`config.mk`:
```
export PLATFORM = sky130hd
export DESIGN_NAME = lsa_top
export DESIGN_NICKNAME = d
export VERILOG_FILES = /design/src/rtl/lsa_pkg.sv /design/src/rtl/lsa_align_check.sv /design/src/rtl/lsa_store_steer.sv /design/src/rtl/lsa_load_extract.sv /design/src/rtl/lsa_top.sv
export SDC_FILE = /design/constraint.sdc
export NUM_CORES = 1
export LEC_CHECK = 0
export BUFFER_PORTS_ARGS = -buffer_cell sky130_fd_sc_hd__buf_2
export CAP_MARGIN = 40
export CELL_PAD_IN_SITES_DETAIL_PLACEMENT = 1
export CELL_PAD_IN_SITES_GLOBAL_PLACEMENT = 1
export CORE_AREA = 2 2 84 127
export DETAILED_ROUTE_END_ITERATION = 16
export DIE_AREA = 0 0 86 129
export GPL_ROUTABILITY_DRIVEN = 0
export PLACE_DENSITY_LB_ADDON = 0.05
export SLEW_MARGIN = 10
export SYNTH_ARGS = -nofsm -noshare
export SYNTH_HDL_FRONTEND = slang
export SYNTH_SLANG_ARGS = --single-unit
export TNS_END_PERCENT = 1
```
`constraint.sdc`:
```
create_clock -name clk -period 1.5 [get_ports clk]
set_clock_uncertainty 0.15 [all_clocks]
set_input_delay 0.075 -clock clk [delete_from_list [all_inputs] [get_ports clk]]
set_output_delay 0.075 -clock clk [all_outputs]
set_load 0.01 [all_outputs]
```
`src/rtl/lsa_pkg.sv`:
```
package lsa_pkg;

    localparam int WORD_W     = 32;
    localparam int LANE_W     = 8;
    localparam int WORD_BYTES = WORD_W / LANE_W;
    localparam int OFS_W      = $clog2(WORD_BYTES);
    localparam int HALF_W     = 2 * LANE_W;

    typedef enum logic [1:0] {
        SZ_BYTE = 2'd0,
        SZ_HALF = 2'd1,
        SZ_WORD = 2'd2,
        SZ_RSVD = 2'd3
    } acc_size_e;

    // Context kept from a load request until its data returns
    typedef struct packed {
        logic              valid;
        acc_size_e         size;
        logic [OFS_W-1:0]  ofs;
        logic              zext;
    } load_ctx_t;

    function automatic logic [WORD_W-1:0] ext_byte(input logic [LANE_W-1:0] b, input logic zext);
        logic fill;
        fill = ~zext & b[LANE_W-1];
        return {{(WORD_W-LANE_W){fill}}, b};
    endfunction

    function automatic logic [WORD_W-1:0] ext_half(input logic [HALF_W-1:0] h, input logic zext);
        logic fill;
        fill = ~zext & h[HALF_W-1];
        return {{(WORD_W-HALF_W){fill}}, h};
    endfunction

endpackage

```
`src/rtl/lsa_align_check.sv`:
```
module lsa_align_check
    import lsa_pkg::*;
(
    input  acc_size_e         size,
    input  logic [OFS_W-1:0]  ofs,
    output logic              bad
);
    always_comb begin
        unique case (size)
            SZ_BYTE: bad = 1'b0;
            SZ_HALF: bad = ofs[0];
            SZ_WORD: bad = |ofs;
            default: bad = 1'b1;
        endcase
    end
endmodule

```
`src/rtl/lsa_store_steer.sv`:
```
module lsa_store_steer
    import lsa_pkg::*;
(
    input  acc_size_e            size,
    input  logic [OFS_W-1:0]     ofs,
    input  logic [WORD_W-1:0]    wdata,
    output logic [WORD_W-1:0]    lanes,
    output logic [WORD_BYTES-1:0] strb
);
    // lane i holds bits 8i+7:8i; its big-endian byte offset is WORD_BYTES-1-i
    for (genvar i = 0; i < WORD_BYTES; i++) begin : g_lane
        localparam logic [OFS_W-1:0] LANE_OFS = OFS_W'(WORD_BYTES - 1 - i);
        localparam bit UPPER_HALF = (i >= WORD_BYTES / 2);

        always_comb begin
            unique case (size)
                SZ_BYTE: begin
                    lanes[i*LANE_W +: LANE_W] = wdata[LANE_W-1:0];
                    strb[i] = (ofs == LANE_OFS);
                end
                SZ_HALF: begin
                    lanes[i*LANE_W +: LANE_W] = wdata[(i % 2)*LANE_W +: LANE_W];
                    strb[i] = (ofs[OFS_W-1] != UPPER_HALF);
                end
                SZ_WORD: begin
                    lanes[i*LANE_W +: LANE_W] = wdata[i*LANE_W +: LANE_W];
                    strb[i] = 1'b1;
                end
                default: begin
                    lanes[i*LANE_W +: LANE_W] = wdata[i*LANE_W +: LANE_W];
                    strb[i] = 1'b0;
                end
            endcase
        end
    end
endmodule

```
`src/rtl/lsa_load_extract.sv`:
```
module lsa_load_extract
    import lsa_pkg::*;
(
    input  load_ctx_t          ctx,
    input  logic [WORD_W-1:0]  rdata,
    output logic [WORD_W-1:0]  result
);
    logic [LANE_W-1:0] sel_byte;
    logic [HALF_W-1:0] sel_half;

    // big-endian: offset o sits at lane (3 - o), i.e. start bit 8*(~o)
    assign sel_byte = rdata[{~ctx.ofs, 3'b000} +: LANE_W];
    assign sel_half = ctx.ofs[OFS_W-1] ? rdata[HALF_W-1:0] : rdata[WORD_W-1:HALF_W];

    always_comb begin
        if (!ctx.valid) begin
            result = '0;
        end else begin
            unique case (ctx.size)
                SZ_BYTE: result = ext_byte(sel_byte, ctx.zext);
                SZ_HALF: result = ext_half(sel_half, ctx.zext);
                default: result = rdata;
            endcase
        end
    end
endmodule

```
`src/rtl/lsa_top.sv`:
```
module lsa_top
    import lsa_pkg::*;
#(
    parameter int ADDR_W = 32
) (
    input  logic                  clk,
    input  logic                  rst,
    input  logic                  req_valid,
    input  logic                  req_store,
    input  logic [1:0]            req_size,
    input  logic                  req_unsigned,
    input  logic [ADDR_W-1:0]     req_addr,
    input  logic [WORD_W-1:0]     req_wdata,
    input  logic [WORD_W-1:0]     mem_rdata,
    output logic [ADDR_W-1:0]     mem_addr,
    output logic [WORD_BYTES-1:0] mem_wstrb,
    output logic [WORD_W-1:0]     mem_wdata,
    output logic                  misaligned,
    output logic                  load_valid,
    output logic [WORD_W-1:0]     load_data
);
    acc_size_e               size;
    logic [OFS_W-1:0]        ofs;
    logic                    addr_bad;
    logic [WORD_BYTES-1:0]   raw_strb;
    load_ctx_t               ctx_q;

    assign size = acc_size_e'(req_size);
    assign ofs  = req_addr[OFS_W-1:0];

    lsa_align_check u_align (
        .size (size),
        .ofs  (ofs),
        .bad  (addr_bad)
    );

    lsa_store_steer u_steer (
        .size  (size),
        .ofs   (ofs),
        .wdata (req_wdata),
        .lanes (mem_wdata),
        .strb  (raw_strb)
    );

    assign mem_addr   = {req_addr[ADDR_W-1:OFS_W], {OFS_W{1'b0}}};
    assign misaligned = req_valid & addr_bad;
    assign mem_wstrb  = (req_valid & req_store & ~addr_bad) ? raw_strb : '0;

    always_ff @(posedge clk) begin
        if (rst) begin
            ctx_q <= '0;
        end else begin
            ctx_q.valid <= req_valid & ~req_store & ~addr_bad;
            ctx_q.size  <= size;
            ctx_q.ofs   <= ofs;
            ctx_q.zext  <= req_unsigned;
        end
    end

    lsa_load_extract u_extract (
        .ctx    (ctx_q),
        .rdata  (mem_rdata),
        .result (load_data)
    );

    assign load_valid = ctx_q.valid;

endmodule

```
==> results.json <==
{
  "power.density_cell_area_mw_per_mm2": 460,
  "critical_path_arrival_ns": 1.59,
  "cts.path.max_buffers": 2,
  "avgViaCountPerCell": 4.73,
  "power_switching_share_pct": 34.2,
  "i_o_pin_total": 205,
  "nets": 493,
  "post_dp_hpwl_um": 6890,
  "htree_num_levels": 1,
  "grt_pass1_wl_um": 13200,
  "clock_tree_from_tritoncts": "built",
  "cts_inserted_buffers": 3,
  "register_area_um2": 128,
  "synthFlopType": "dfxtp_1",
  "timing.critical_path.cells": "mux2_4 -> a32oi_4 -> buf_4 -> o211ai_1 -> buf_2",
  "cts_sinks": 6,
  "post-layout-total-power_w": 0.00131,
  "drv_cap": 0,
  "finalHoldViolations": 1,
  "yosysWarningCount": 0,
  "ys_seq_elements": 6,
  "setup_bufs_post_cts": 0,
  "end_kind": "primary output",
  "p_comb_share_pct": 54.0,
  "drive_gt1_share_pct": 56.2,
  "groute.usage.overall_pct": 14.7,
  "post_drt_wl_per_cell_um": 16.5,
  "globalRouteMet3Util_pct": 3.98,
  "hold_slack_ns": -0.000400,
  "port_buffers": 142,
  "place.detailed.instances": 496,
  "tcrit_tclk_final_pct": 121,
  "slowest_delay_ns": 0.37,
  "top_usage_layer": "met2",
  "dr.first_iter.drc_count": 44,
  "met2_usage_pct": 28.8,
  "layout.cells.most_common": "buf_2",
  "remaining_antenna_violation_count_after_routing": 0,
  "synthesis.area_per_instance_um2": 6.92,
  "finalNonFillerCells": 505,
  "chipHeight_um": 129,
  "grt_use_met1_pct": 16.0,
  "most-common-layout-cells": "buf_2, nand2_1, nand3_1, buf_4",
  "detail_route.drc_violations": 0,
  "flow.area_growth_from_synthesis_pct": 52.6,
  "num_antenna_cells": 0,
  "grt_pass1_vias": 2598,
  "globalRoute.totalOverflow": 0,
  "synth_async_reset_ratio_pct": 0,
  "critPathMaxFanout": 6,
  "internal-power_w": 0.000863,
  "filler_cell_count": 1249,
  "syn-instance-count": 270,
  "netSwitchingPower_w": 0.000449,
  "fmax_mhz": 551,
  "setup_violations": 32,
  "detail_route.first_pass.iterations": 4,
  "clkTransAtPathRegs_ns": 0.03,
  "root_buffer": "clkbuf_16",
  "core_area_mm2": 0.00997,
  "syn_area_mm2": 0.00187,
  "die_w_um": 86,
  "worst_path_max_delay_cell": "dfxtp_4",
  "post_route_wl_um": 8340,
  "synth_seq_area_share_pct": 6.43,
  "area_used_by_multi_input_combinational_logic_mm2": 0.00136,
  "hp-class": "input port to register",
  "power.sequential.fraction_pct": 13.6,
  "synth_cell_type_count": 36,
  "power.ir.vdd_worst_v": 0.000225,
  "critical_path_required_ns": 1.27,
  "antenna_found_initial": 0,
  "fp.dieArea_mm2": 0.0111,
  "grt_setup_unrepaired": "yes",
  "critPathKind": "register to primary output",
  "initial_utilization_pct": 18.7,
  "placement_rows": 45,
  "power.clock.fraction_pct": 32.3,
  "dr_total_vias": 2391,
  "failed_checks": "hold timing, setup timing",
  "result_of_the_run": "finished with violations",
  "grt_start_max_net_pins": 24,
  "number_of_enable_flip_flop_cells_after_synthesis": 0,
  "leakage_nw": 1.37,
  "final_critical_path_setup_slack_ns": -0.316,
  "place_worst_setup_slack_ns": -0.199,
  "critical_path.startpoint_type": "register",
  "period_needed_ns": 1.82,
  "timing_max_transition_violations_final": 0
}
cells by family after synthesis:
| group | synth area share [%] |
|---|---|
| flops | 6.43 |
| mux | 19.1 |
| other cells | 0.201 |
| buf+inv | 23.3 |
| simple gates | 23.7 |
| compound gates | 26.8 |
| xor+xnor | 0.469 |
power by group through the flow:
stage / registers, W / clock network (W) / logic, W
floorplan: 0.000177 / 0 / 0.000439
global placement: 0.000181 / 0 / 0.000671
detailed placement: 0.000181 / 0 / 0.000672
CTS: 0.000179 / 0.000434 / 0.000713
global route: 0.000180 / 0.000448 / 0.000784
finish: 0.000179 / 0.000424 / 0.000709
critical path, delay by kind of cell, from the launching register on:
kind | cells | cell delay [ns]
buf+inv | 2 | 0.35
compound gates | 2 | 0.32
flops | 1 | 0.37
mux | 1 | 0.34
state kept, by name (all words and copies together), names as in the netlist:
name / cells
ctx_q: 5
load_valid: 1
metrics by stage:
step | util [%] | instance area [µm²] | TNS [ns]
after floorplan | - | 1870 | 0
after detailed placement | 26.3 | 2630 | -5.11
after global routing | 28.6 | 2850 | -11.26
final | 28.6 | 2850 | -9.52
after CTS | 28.4 | 2830 | -10.02
after global placement | 26.3 | 2630 | -4.74
cells in the mapped netlist, types with 3 or more instances:
| library cell | number | share of area, % |
|---|---|---|
| o21ai_0 | 18 | 4.8 |
| nor3_1 | 3 | 0.80 |
| clkbuf_1 | 13 | 2.6 |
| o211a_1 | 7 | 3.8 |
| nand2_1 | 38 | 7.6 |
| a21oi_1 | 10 | 2.7 |
| nand3_1 | 24 | 6.4 |
| mux2_2 | 17 | 10 |
| mux2i_1 | 15 | 8.0 |
| nor2_1 | 4 | 0.80 |
| o22ai_1 | 8 | 2.7 |
| buf_2 | 9 | 2.4 |
| buf_4 | 41 | 16 |
| dfxtp_1 | 6 | 6.4 |
| nor2b_1 | 6 | 2.0 |
| o211ai_1 | 16 | 6.4 |
| or3b_2 | 6 | 2.8 |
| o21a_1 | 8 | 3.2 |
per-layer routing:
layer	share of wire [%]	vias to the layer above
li1	-	1164
met4	0.30	0
met3	8.2	4
met2	54	122
met1	37	1101
met5	0	-
path summary, 6_finish.rpt:
path | startpoint | depth (start not counted) | end
worst max-delay path | ctx_q[2] | 5 | load_data[23]
worst min-delay path | req_addr[1] | 2 | ctx_q[2]
layout make-up:
cell class              instances  share of cell area, %
well taps                     117                   5.13
clock buffers                   3                   2.63
inverters                       3                  0.527
multi-input cells             197                   47.8
repair buffers                179                   39.4
flip-flops and latches          6                   4.48
what timing repair did:
| item | CTS | global route |
|---|---|---|
| pin swaps | 8 | 5 |
| setup endpoints to repair | 32 | 32 |
| endpoints found under the hold margin | 6 | 0 |
| gates cloned | 1 | 0 |
| hold buffers | 5 | 0 |
| resized for setup | 14 | 9 |
Power figures use the tool's default switching activity.
